`config.mk`:
```
export PLATFORM = sky130hd
export DESIGN_NAME = upset_tolerant_fsm
export DESIGN_NICKNAME = d
export VERILOG_FILES = /design/src/rtl/ftsm_pkg.sv /design/src/rtl/ftsm_decoder.sv /design/src/rtl/ftsm_sequencer.sv /design/src/rtl/ftsm_store.sv /design/src/rtl/upset_tolerant_fsm.sv
export SDC_FILE = /design/constraint.sdc
export NUM_CORES = 1
export LEC_CHECK = 0
export ABC_AREA = 1
export BUFFER_PORTS_ARGS = -buffer_cell sky130_fd_sc_hd__buf_2
export CAP_MARGIN = 0
export CORE_MARGIN = 2
export CORE_UTILIZATION = 23
export CTS_CLUSTER_SIZE = 10
export DETAILED_ROUTE_END_ITERATION = 10
export PLACE_DENSITY = 0.49
export SETUP_SLACK_MARGIN = 0.05
export SLEW_MARGIN = 20
export SYNTH_ARGS = -nofsm -noshare
export SYNTH_HDL_FRONTEND = slang
export SYNTH_SLANG_ARGS = --single-unit
export TNS_END_PERCENT = 20
```
`constraint.sdc`:
```
create_clock -name clk -period 3.35 [get_ports clk]
set_input_delay 0.5025 -clock clk [delete_from_list [all_inputs] [get_ports clk]]
set_output_delay 0.5025 -clock clk [all_outputs]
set_load 0.03 [all_outputs]
```
`src/rtl/ftsm_pkg.sv`:
```
package ftsm_pkg;

    localparam int PH_W  = 2;
    localparam int PAR_W = 3;
    localparam int POS_N = PH_W + PAR_W;
    localparam int CW_W  = POS_N + 1;

    typedef enum logic [PH_W-1:0] {
        PH_IDLE = 2'd0,
        PH_LOAD = 2'd1,
        PH_RUN  = 2'd2,
        PH_DONE = 2'd3
    } phase_t;

    typedef logic [CW_W-1:0] cword_t;

    typedef struct packed {
        phase_t phase;
        logic   fixed;
        logic   fatal;
    } dec_t;

    function automatic logic is_pow2(input int p);
        return (p & (p - 1)) == 0;
    endfunction

    function automatic cword_t hm_encode(input phase_t ph);
        cword_t w;
        logic [PH_W-1:0] d;
        int di;
        logic x;
        w  = '0;
        d  = ph;
        di = 0;
        for (int p = 1; p <= POS_N; p++) begin
            if (!is_pow2(p)) begin
                w[p] = d[di];
                di++;
            end
        end
        for (int k = 0; k < PAR_W; k++) begin
            x = 1'b0;
            for (int p = 1; p <= POS_N; p++) begin
                if (p[k]) x = x ^ w[p];
            end
            w[1 << k] = x;
        end
        w[0] = ^w[CW_W-1:1];
        return w;
    endfunction

    function automatic logic [PAR_W-1:0] hm_syndrome(input cword_t w);
        logic [PAR_W-1:0] s;
        s = '0;
        for (int k = 0; k < PAR_W; k++) begin
            for (int p = 1; p <= POS_N; p++) begin
                if (p[k]) s[k] = s[k] ^ w[p];
            end
        end
        return s;
    endfunction

    function automatic logic [PH_W-1:0] hm_extract(input cword_t w);
        logic [PH_W-1:0] d;
        int di;
        d  = '0;
        di = 0;
        for (int p = 1; p <= POS_N; p++) begin
            if (!is_pow2(p)) begin
                d[di] = w[p];
                di++;
            end
        end
        return d;
    endfunction

endpackage

```
`src/rtl/ftsm_decoder.sv`:
```
module ftsm_decoder
    import ftsm_pkg::*;
(
    input  cword_t word_i,
    output dec_t   dec_o
);

    logic [PAR_W-1:0] syn;
    logic             odd;
    cword_t           fixed_w;
    logic             single;
    logic             multi;

    always_comb begin
        syn     = hm_syndrome(word_i);
        odd     = ^word_i;
        fixed_w = word_i;
        single  = 1'b0;
        multi   = 1'b0;
        if (odd) begin
            if (int'(syn) <= POS_N) begin
                fixed_w[syn] = ~word_i[syn];
                single       = 1'b1;
            end else begin
                multi = 1'b1;
            end
        end else if (syn != '0) begin
            multi = 1'b1;
        end
        dec_o.fixed = single;
        dec_o.fatal = multi;
        dec_o.phase = multi ? PH_IDLE : phase_t'(hm_extract(fixed_w));
    end

endmodule

```
`src/rtl/ftsm_sequencer.sv`:
```
module ftsm_sequencer
    import ftsm_pkg::*;
(
    input  dec_t   cur_i,
    input  logic   frame_sync,
    input  logic   start_req,
    input  logic   finish_req,
    output phase_t next_o
);

    always_comb begin
        next_o = cur_i.phase;
        if (frame_sync || cur_i.fatal) begin
            next_o = PH_IDLE;
        end else begin
            unique case (cur_i.phase)
                PH_IDLE: next_o = start_req  ? PH_LOAD : PH_IDLE;
                PH_LOAD: next_o = PH_RUN;
                PH_RUN:  next_o = finish_req ? PH_DONE : PH_RUN;
                PH_DONE: next_o = PH_IDLE;
                default: next_o = PH_IDLE;
            endcase
        end
    end

endmodule

```
`src/rtl/ftsm_store.sv`:
```
module ftsm_store
    import ftsm_pkg::*;
(
    input  logic    clk,
    input  logic    rst,
    input  phase_t  next_i,
    input  cword_t  flip_i,
    output cword_t  word_o
);

    cword_t enc;

    always_comb enc = hm_encode(next_i);

    always_ff @(posedge clk) begin
        if (rst) word_o <= hm_encode(PH_IDLE);
        else     word_o <= enc ^ flip_i;
    end

    // reset leaves the clean idle word regardless of the mask
    p_reset_clean_r10: assert property (@(posedge clk)
        rst |=> word_o == hm_encode(PH_IDLE));

    // a zero mask always stores a valid code word
    p_clean_store_r9: assert property (@(posedge clk) disable iff (rst)
        flip_i == '0 |=> (hm_syndrome(word_o) == '0 && !(^word_o)));

endmodule

```
`src/rtl/upset_tolerant_fsm.sv`:
```
module upset_tolerant_fsm
    import ftsm_pkg::*;
(
    input  logic       clk,
    input  logic       rst,
    input  logic       frame_sync,
    input  logic       start_req,
    input  logic       finish_req,
    input  logic [5:0] flip_mask,
    output logic [1:0] phase_out,
    output logic       corrected_err,
    output logic       uncorrectable_err
);

    cword_t word;
    dec_t   cur;
    phase_t nxt;

    ftsm_decoder u_dec (
        .word_i (word),
        .dec_o  (cur)
    );

    ftsm_sequencer u_seq (
        .cur_i      (cur),
        .frame_sync (frame_sync),
        .start_req  (start_req),
        .finish_req (finish_req),
        .next_o     (nxt)
    );

    ftsm_store u_store (
        .clk    (clk),
        .rst    (rst),
        .next_i (nxt),
        .flip_i (flip_mask),
        .word_o (word)
    );

    assign phase_out         = cur.phase;
    assign corrected_err     = cur.fixed;
    assign uncorrectable_err = cur.fatal;

    p_reset_idle_r1: assert property (@(posedge clk)
        rst |=> (phase_out == 2'd0 && !corrected_err && !uncorrectable_err));

    p_load_run_r3: assert property (@(posedge clk) disable iff (rst)
        (phase_out == 2'd1 && !frame_sync) |=> (phase_out == 2'd2 || uncorrectable_err));

    p_done_idle_r5: assert property (@(posedge clk) disable iff (rst)
        phase_out == 2'd3 |=> phase_out == 2'd0);

    p_sync_idle_r6: assert property (@(posedge clk) disable iff (rst)
        frame_sync |=> phase_out == 2'd0);

    p_fatal_idle_r8: assert property (@(posedge clk) disable iff (rst)
        uncorrectable_err |-> phase_out == 2'd0);

    p_fatal_recover_r8: assert property (@(posedge clk) disable iff (rst)
        (uncorrectable_err && flip_mask == 6'd0) |=> (phase_out == 2'd0 && !uncorrectable_err));

    p_flags_excl_r9: assert property (@(posedge clk) disable iff (rst)
        !(corrected_err && uncorrectable_err));

    p_fix_pulse_r7: assert property (@(posedge clk) disable iff (rst)
        (corrected_err && flip_mask == 6'd0) |=> !corrected_err);

endmodule

```
==> results of run 1 <==
[synthesized netlist by cell type (all sizes together) (2+ instances only)]
cell / number
xor2: 4
a21oi: 4
nand2: 24
dfxtp: 6
nand3: 9
nor3: 2
inv: 19
ha: 2
nand4: 2
nor2: 11
o21ai: 4
[routing by layer]
metal  vias up  part of all wire (%)
met4         0                     0
met3         0                   3.8
met1       239                    49
met5         -                     0
met2         9                    47
li1        310                     -
[per-stage QoR]
| stage | area, sq um | util (%) | hold WS, ns | setup WS [ns] | instances |
|---|---|---|---|---|---|
| floorplan | 557 | - | 0.575 | 0.756 | 89 |
| global placement | 662 | 29.4 | 0.732 | 0.983 | 131 |
| global route | 684 | 30.4 | 0.492 | 0.581 | 134 |
| finish | 684 | 30.4 | 0.486 | 0.875 | 134 |
| detailed placement | 662 | 29.4 | 0.736 | 0.923 | 131 |
| CTS | 684 | 30.4 | 0.479 | 0.911 | 134 |
[logic make-up (layout without fill, tap and decap cells)]
logic type                 after synthesis  after routing  share of synthesized area [%]
xor gates and xnor gates                 5              5                           7.86
adders and majority gates                2              2                           4.49
and+or+nand+nor                         48             48                           44.5
buffers and inverters                   19             36                           12.8
DFF                                      6              6                           21.6
AOI/OAI and AO/OA                        9              9                           8.76
[worst min-delay path by stage]
stage	from	end	slack, ns	depth (start not counted)
after detailed placement	rst	u_store.word_o[2]$_SDFF_PP0_	0.74	2
after global routing	rst	u_store.word_o[2]$_SDFF_PP0_	0.49	2
after global placement	rst	u_store.word_o[2]$_SDFF_PP0_	0.73	2
after floorplan	rst	u_store.word_o[2]$_SDFF_PP0_	0.57	1
final	rst	u_store.word_o[3]$_SDFF_PP0_	0.49	2
after CTS	rst	u_store.word_o[2]$_SDFF_PP0_	0.48	2
[layout make-up]
class                   count  area, sq um  share of cell area [%]
well taps                  28         35.0                    5.12
multi-input cells          64          365                    53.4
clock buffers               3         22.5                    3.29
inverters                  19         71.3                    10.4
flip-flops and latches      6          120                    17.6
repair buffers             14         70.1                    10.2
==> flow_metrics.py, run 1 <==
metrics = {
    "place": {
        "numPortBuffers": 14,
        "hpwl_um": 942,
        "place_congestion": 0.758,
    },
    "detailed_routing": {
        "viasPerCell": 4.16,
        "routed_wl_um": 1100,
        "drc": 0,
        "dr.pass1.iters": 4,
        "ant_nets": 0,
        "num_vias": 558,
        "wire_per_inst_um": 8.18,
        "drt_iter0_drc": 20,
    },
    "flow_run": {
        "maxCapViolCount": 0,
    },
    "setup_path": {
        "reg2regPathDepth": 13,
        "arrival_ns": 2.61,
        "critPathLaunchType": "register",
        "endpoint_kind": "register",
        "crit_start": "u_store.word_o[3]$_SDFF_PP0_",
        "endpoint": "u_store.word_o[3]$_SDFF_PP0_",
        "crit_slowest_cell": "o311ai_0",
        "cp_max_fo": 5,
        "reg2reg_from": "u_store.word_o[3]$_SDFF_PP0_",
        "r2r_slack_ns": 0.87,
        "slowest_delay_ns": 0.48,
        "crit_type": "reg2reg",
        "cp_num_cells": 13,
        "rr_endpoint": "u_store.word_o[3]$_SDFF_PP0_",
        "cp_common_cell": "inv_1",
        "worstPathRequired_ns": 3.48,
        "path_delay_family": "compound AO/OA/AOI/OAI gates",
        "path_cells": "nor2_1, nor2_2, nand2_1, o311ai_0, a21oi_1, inv_1, ha_1, inv_1, o21ai_0, inv_1, nand3_2, xor2_1, nor2_1",
        "path_buf_inv": 3,
    },
    "clock_network": {
        "clk_latency_ns": 0.24,
        "cts_hold_buf": 0,
        "cts.sinks": 6,
        "cts_buffers": 3,
        "cts.clk_slew.worst_paths_ns": 0.04,
        "clockBufferDepth": 2,
        "tritoncts": "built",
        "cts.repair.resized": 0,
        "cts_root_buffer": "clkbuf_4",
        "htree_num_levels": 1,
        "post_cts_buffers": 0,
    },
    "global_routing": {
        "track_usage_pct": 9.11,
        "use_met2_pct": 14.6,
        "grt_max_degree": 8,
        "met1_usage_pct": 10.8,
        "antenna_found_initial": 0,
        "busiest_layer": "met2",
        "met3_usage_pct": 1.69,
        "grt_pass1_wl_um": 1860,
        "grt_pass1_vias": 486,
        "grt_overflow": 0,
    },
    "sta": {
        "skew_ns": 0.00159,
        "drv_slew": 0,
        "layout_min_cycle_time_ns": 2.48,
        "worstMarginPinSlew_ns": 0.533,
        "fmax_mhz": 404,
        "hold_viol": 0,
        "min_period_over_period_pct": 73.9,
        "rsz0062_at_grt": "no",
        "max_slew_margin_pct": 64.0,
        "setup_tns_ns": 0,
        "setup_violations": 0,
    },
    "die": {
        "core_area_sq_mm": 0.00225,
        "num_rows": 17,
        "die_area_sq_mm": 0.00283,
        "initial_core_util_pct": 24.7,
        "chipWidth_um": 53.2,
        "die_height_um": 53.2,
        "pin_count": 15,
    },
    "yosys": {
        "syn_nets": 102,
        "yosys.area.top_type_share_pct": 21.6,
        "synth_cells": 89,
        "synth_area_sq_um": 557,
        "ys_warn_count": 0,
        "ys_types": 20,
        "synth.area.top_cells": "dfxtp_1 22%, nand2_1 13%, inv_1 11%",
        "synth-seq-cells": 6,
        "synth_ff_type": "dfxtp_1",
        "post_synth.cell_area_avg_sq_um": 6.26,
        "yosys.area.top_type": "dfxtp_1",
        "synth-seq-area-share_pct": 21.6,
        "synthArstFlopShare_pct": 0,
        "synth_edf_count": 0,
    },
    "worst_hold_path": {
        "hold_class": "in2reg",
    },
    "final_layout": {
        "final_common_cell": "nand2_1",
        "final_cell_mix": "20 x nand2_1, 17 x inv_1, 14 x buf_2",
        "largestRegisters": "u_store.word_o x6",
        "largest_reg_flops": 6,
        "n_antenna_cell": 0,
        "area_growth_pct": 22.9,
        "layout.nets": 121,
        "regMostFlops": "u_store.word_o",
        "drive_gt1_share_pct": 26.4,
        "n_fill_cell": 275,
    },
    "run_status": {
        "status": "completed",
    },
}
Power of run 1 is not shown: default switching activity piles up to over one toggle a cycle in this logic, so the estimate is an artifact.
==> inputs of run 2 (changes only) <==
==> constraint.sdc (replaced) <==
create_clock -name clk -period 2.4 [get_ports clk]
set_input_delay 0.36 -clock clk [delete_from_list [all_inputs] [get_ports clk]]
set_output_delay 0.36 -clock clk [all_outputs]
set_load 0.03 [all_outputs]
==> flow_metrics.py, run 2 (same netlist as run 1, synthesis figures left out) <==
metrics = {
    "detailed_routing": {
        "dr.pass1.iters": 4,
        "ant_nets": 0,
        "drc": 0,
        "viasPerCell": 4.19,
        "num_vias": 628,
        "wire_per_inst_um": 9.43,
        "routed_wl_um": 1410,
        "drt_iter0_drc": 3,
    },
    "setup_path": {
        "slowest_delay_ns": 0.36,
        "r2r_slack_ns": 0.15,
        "crit_slowest_cell": "dfxtp_4",
        "rr_endpoint": "u_store.word_o[0]$_SDFF_PP0_",
        "cp_max_fo": 5,
        "critPathLaunchType": "register",
        "path_cells": "nand2_1, nand2_2, nand2_2, nand2_4, nand2_1, nand3_1, o311ai_2, buf_4, a21oi_4, inv_2, ha_2, nand2_2, nand2_2, o21ai_2, buf_4, nand4_4, nand3_2, nand2_1, nor2_1",
        "cp_common_cell": "nand2_2",
        "crit_type": "reg2reg",
        "arrival_ns": 2.42,
        "endpoint_kind": "register",
        "worstPathRequired_ns": 2.57,
        "reg2regPathDepth": 19,
        "reg2reg_from": "u_store.word_o[3]$_SDFF_PP0_",
    },
    "worst_hold_path": {
        "whs_path_depth": 2,
        "hold_class": "in2reg",
        "worstHoldStart": "rst",
        "worst_hold_path.endpoint": "u_store.word_o[3]$_SDFF_PP0_",
    },
    "clock_network": {
        "cts_hold_buf": 0,
        "htree_num_levels": 1,
        "cts.sinks": 6,
        "cts_root_buffer": "clkbuf_4",
        "cts.clk_slew.worst_paths_ns": 0.04,
        "tritoncts": "built",
        "clk_latency_ns": 0.24,
        "cts_buffers": 3,
        "clockBufferDepth": 2,
    },
    "sta": {
        "fmax_mhz": 445,
        "drv_slew": 0,
        "min_period_over_period_pct": 93.5,
        "hold_viol": 0,
        "layout_min_cycle_time_ns": 2.25,
        "worstMarginPinSlew_ns": 0.255,
        "skew_ns": 0.00419,
        "fin_hold_ws_ns": 0.338,
        "max_slew_margin_pct": 83.0,
        "setup_violations": 0,
        "rsz0062_at_grt": "yes",
    },
    "die": {
        "core_area_sq_mm": 0.00225,
        "die_area_sq_mm": 0.00283,
        "num_rows": 17,
        "pin_count": 15,
        "chipWidth_um": 53.2,
        "die_height_um": 53.2,
        "initial_core_util_pct": 24.7,
    },
    "place": {
        "place_congestion": 0.854,
        "numPortBuffers": 14,
        "hpwl_um": 1060,
    },
    "global_routing": {
        "grt_max_degree": 7,
        "met1_usage_pct": 12.1,
        "grt_pass1_vias": 554,
        "track_usage_pct": 10.6,
        "use_met2_pct": 17.5,
        "busiest_layer": "met2",
        "grt_overflow": 0,
        "grt_pass1_wl_um": 2150,
        "antenna_found_initial": 0,
        "met3_usage_pct": 1.69,
    },
    "final_layout": {
        "largest_reg_flops": 6,
        "area_growth_pct": 71.2,
        "n_antenna_cell": 0,
        "regMostFlops": "u_store.word_o",
        "layout.nets": 137,
        "final_common_cell": "buf_4",
        "final_cell_mix": "16 x buf_4, 14 x nand2_1, 14 x buf_2",
        "drive_gt1_share_pct": 59.8,
        "largestRegisters": "u_store.word_o x6",
    },
    "flow_run": {
        "maxCapViolCount": 0,
    },
    "run_status": {
        "status": "completed",
    },
}
==> run 2: cell count changes in the layout (fill, tap and decap cells not counted), sizes merged <==
cell,previous run,this run
buf,14,30
==> run 2: cell type report <==
class,instances,area [sq um]
tap,28,35.0
timing repair buffer,30,190
sequential,6,126
fill,268,1300
inverter,19,71.3
clock buffer,3,22.5
multi-input combinational,64,508
==> run 2: how the worst max path moves through the flow <==
stage / start / end / slack, ns / cells past startpoint
2_1_floorplan: u_store.word_o[3]$_SDFF_PP0_ / u_store.word_o[2]$_SDFF_PP0_ / 0.08 / 15
3_3_place_gp: u_store.word_o[3]$_SDFF_PP0_ / u_store.word_o[1]$_SDFF_PP0_ / 0.07 / 14
6_report: u_store.word_o[3]$_SDFF_PP0_ / u_store.word_o[0]$_SDFF_PP0_ / 0.15 / 19
4_1_cts: u_store.word_o[3]$_SDFF_PP0_ / u_store.word_o[0]$_SDFF_PP0_ / 0.08 / 19
5_1_grt: u_store.word_o[3]$_SDFF_PP0_ / u_store.word_o[0]$_SDFF_PP0_ / -0.01 / 20
3_5_place_dp: u_store.word_o[3]$_SDFF_PP0_ / u_store.word_o[1]$_SDFF_PP0_ / -0.02 / 18
==> run 2: through the flow <==
stage	cell area, sq um	setup slack (ns)	util [%]	TNS [ns]	std cells
global placement	785	0.0703	34.8	0	142
global route	953	-0.0118	42.3	-0.0118	150
floorplan	597	0.0823	-	0	89
detailed placement	785	-0.0224	34.8	-0.0297	142
CTS	867	0.0798	38.5	0	149
finish	953	0.155	42.3	0	150
==> run 2: repair_timing <==
action	4_1_cts	5_1_grt
gates cloned	0	0
endpoints found under the hold margin	0	0
endpoints found under the setup margin	4	5
pin swaps	2	11
buffers inserted	4	1
resized for setup	8	24
==> run 2: worst max-delay path, delay by kind of cell (launching register included) <==
kind,cells,cell delay (ns)
AOI/OAI and AO/OA,3,0.33
adders and majority gates,1,0.18
buffers and inverters,3,0.38
DFF,1,0.36
and+or+nand+nor,12,0.95
==> run 2: layer usage <==
layer | wire length, um | share of wire [%]
met5 | 0 | 0
met4 | 0 | 0
met3 | 30 | 2.1
met2 | 800 | 57
met1 | 582 | 41
Power of run 2 is left out for the same reason.
==> inputs of run 3 (changes only) <==
--- a/config.mk
+++ b/config.mk
@@ -9,13 +9,14 @@
 export BUFFER_PORTS_ARGS = -buffer_cell sky130_fd_sc_hd__buf_2
 export CAP_MARGIN = 0
 export CORE_MARGIN = 2
-export CORE_UTILIZATION = 23
+export CORE_UTILIZATION = 30
 export CTS_CLUSTER_SIZE = 10
 export DETAILED_ROUTE_END_ITERATION = 10
-export PLACE_DENSITY = 0.49
+export PLACE_DENSITY = 0.58
 export SETUP_SLACK_MARGIN = 0.05
 export SLEW_MARGIN = 20
 export SYNTH_ARGS = -nofsm -noshare
 export SYNTH_HDL_FRONTEND = slang
+export SYNTH_HIERARCHICAL = 1
 export SYNTH_SLANG_ARGS = --single-unit
 export TNS_END_PERCENT = 20
==> flow_metrics.py, run 3 <==
metrics = {
    "yosys": {
        "post_synth.cell_area_avg_sq_um": 5.68,
        "ys_types": 18,
        "ys_warn_count": 6,
        "synthSimpleGateAreaFrac_pct": 49.1,
        "synth_edf_count": 0,
        "syn_nets": 118,
        "synth_top_family_by_area": "simple AND/OR/NAND/NOR gates",
        "synthArstFlopShare_pct": 0,
        "yosys.area_share.xor_xnor_pct": 12.8,
        "synth-seq-cells": 6,
        "synth_area_sq_um": 597,
        "synth_cells": 105,
        "yosysMostFrequentCell": "nand2_1",
        "yosys.area.top_type": "nand2_1",
        "synth.area.top_cells": "nand2_1 26%, dfxtp_1 20%, nor2_1 8.8%",
        "synth_fa_ha_area_share_pct": 4.19,
        "muxShareOfSynthArea_pct": 0,
        "yosys.area.top_type_share_pct": 26.4,
        "synth_ff_type": "dfxtp_1",
        "synth-seq-area-share_pct": 20.1,
        "synthTopCellsByCount": "42 x nand2_1, 14 x nor2_1, 13 x inv_1",
        "synth_compound_area_share_pct": 2.52,
    },
    "die": {
        "initial_core_util_pct": 31.1,
        "num_rows": 16,
        "pin_count": 15,
        "chipWidth_um": 48.6,
        "core_area_sq_mm": 0.00192,
        "die_height_um": 48.6,
        "die_area_sq_mm": 0.00236,
    },
    "clock_network": {
        "cts_hold_buf": 0,
        "cts.sinks": 6,
        "cts_root_buffer": "clkbuf_4",
        "cts_buffers": 3,
        "tritoncts": "built",
        "htree_num_levels": 1,
        "clk_latency_ns": 0.24,
        "cts.clk_slew.worst_paths_ns": 0.04,
        "clockBufferDepth": 2,
    },
    "worst_hold_path": {
        "worstHoldStart": "rst",
        "worst_hold_path.endpoint": "u_store/word_o[2]$_SDFF_PP0_",
        "whs_path_depth": 2,
        "hold_class": "in2reg",
    },
    "final_layout": {
        "layout.nets": 140,
        "drive_gt1_share_pct": 47.2,
        "n_antenna_cell": 0,
        "largest_reg_flops": 6,
        "regMostFlops": "u_store/word_o",
        "final_common_cell": "nand2_1",
        "largestRegisters": "u_store/word_o x6",
        "final_cell_mix": "28 x nand2_1, 14 x buf_2, 14 x nand2_2",
        "area_growth_pct": 51.8,
    },
    "sta": {
        "drv_slew": 0,
        "fmax_mhz": 455,
        "worstMarginPinSlew_ns": 0.269,
        "max_slew_margin_pct": 82.1,
        "skew_ns": 0.000437,
        "rsz0062_at_grt": "yes",
        "layout_min_cycle_time_ns": 2.20,
        "hold_viol": 0,
        "setup_tns_ns": 0,
        "setup_violations": 0,
        "min_period_over_period_pct": 91.5,
    },
    "global_routing": {
        "grt_pass1_vias": 555,
        "grt_max_degree": 7,
        "track_usage_pct": 11.2,
        "grt_pass1_wl_um": 2100,
        "antenna_found_initial": 0,
        "grt_overflow": 0,
    },
    "detailed_routing": {
        "routed_wl_um": 1370,
        "viasPerCell": 4.37,
        "drc": 0,
        "drt_iter0_drc": 6,
        "num_vias": 664,
        "ant_nets": 0,
        "dr.pass1.iters": 4,
        "wire_per_inst_um": 9.01,
    },
    "place": {
        "numPortBuffers": 14,
        "hpwl_um": 978,
        "place_congestion": 0.830,
    },
    "setup_path": {
        "path_delay_family": "simple AND/OR/NAND/NOR gates",
        "critPathLaunchType": "register",
        "crit_type": "reg2reg",
        "cp_common_cell": "nand2_2",
        "endpoint_kind": "register",
        "cp_max_fo": 4,
        "path_buf_inv": 4,
        "arrival_ns": 2.33,
        "worstPathRequired_ns": 2.53,
        "slowest_delay_ns": 0.38,
        "reg2reg_from": "u_store/word_o[3]$_SDFF_PP0_",
        "path_cells": "inv_2, nand2_2, nand2_4, nand2_2, nand2_2, inv_1, nand4_1, nand2_1, nand2_2, nor2_4, inv_2, ha_4, nor3b_4, inv_2, nand2_2, nand2_2, nor2_1, nor2_1",
        "rr_endpoint": "u_store/word_o[0]$_SDFF_PP0_",
        "crit_slowest_cell": "dfxtp_4",
        "r2r_slack_ns": 0.20,
        "reg2regPathDepth": 18,
    },
    "flow_run": {
        "maxCapViolCount": 0,
    },
    "run_status": {
        "status": "completed",
    },
}
run 3: changes by cell type after synthesis, moves of 3 or more:
| cell | change |
|---|---|
| a21oi_1 | -3 |
| inv_1 | -4 |
| nand2_1 | +22 |
| nand3_1 | +3 |
| nor2_1 | +4 |
| xnor2_1 | +4 |
| xor2_1 | -4 |
run 3: worst max-delay path by stage:
stage / start / slack, ns / depth (start not counted) / endpoint
3_5_place_dp: u_store/word_o[5]$_SDFF_PP0_ / 0.02 / 15 / u_store/word_o[1]$_SDFF_PP0_
3_3_place_gp: u_store/word_o[5]$_SDFF_PP0_ / 0.06 / 17 / u_store/word_o[0]$_SDFF_PP0_
5_1_grt: u_store/word_o[5]$_SDFF_PP0_ / -0.008 / 15 / u_store/word_o[1]$_SDFF_PP0_
2_1_floorplan: u_store/word_o[3]$_SDFF_PP0_ / 0.06 / 20 / u_store/word_o[0]$_SDFF_PP0_
4_1_cts: u_store/word_o[3]$_SDFF_PP0_ / 0.06 / 18 / u_store/word_o[1]$_SDFF_PP0_
6_report: u_store/word_o[3]$_SDFF_PP0_ / 0.20 / 18 / u_store/word_o[0]$_SDFF_PP0_
run 3: final cells by class:
| cell class | count | area (sq um) |
|---|---|---|
| fill | 214 | 1020 |
| multi-input combinational | 83 | 548 |
| sequential | 6 | 138 |
| timing repair buffer | 19 | 111 |
| inverter | 14 | 52.6 |
| tap | 27 | 33.8 |
| clock buffer | 3 | 22.5 |
run 3: layer usage:
metal / global-route usage [%] / wire length [um] / vias up
met5: 0 / 0 / -
met4: 5.71 / 0 / 0
met3: 2.78 / 48 / 0
met2: 19.2 / 773 / 11
met1: 12.8 / 548 / 292
li1: - / - / 361
run 3: kinds of logic (layout without fill, tap and decap cells):
| kind of cell | Yosys count | count (layout) |
|---|---|---|
| AO/OA/AOI/OAI | 3 | 3 |
| adder cells (fa/ha/maj) | 2 | 2 |
| flip-flops | 6 | 6 |
| XOR/XNOR | 7 | 7 |
| buffers and inverters | 16 | 36 |
| AND/OR/NAND/NOR | 71 | 71 |
run 3: repair_timing:
action / in CTS / in global routing
pin swaps: 0 / 14
endpoints found under the setup margin: 2 / 6
buffers inserted: 0 / 3
resized for setup: 1 / 40
run 3: stage by stage:
stage / util, % / instances / instance area [sq um] / setup slack, ns / hold slack, ns
after floorplan: - / 105 / 614 / 0.0578 / 0.432
after global placement: 37.4 / 146 / 718 / 0.0599 / 0.584
after detailed placement: 37.4 / 146 / 718 / 0.0240 / 0.583
after CTS: 38.9 / 149 / 748 / 0.0595 / 0.325
after global routing: 47.1 / 152 / 906 / -0.00786 / 0.323
final: 47.1 / 152 / 906 / 0.204 / 0.324
Power of run 3 is left out for the same reason.
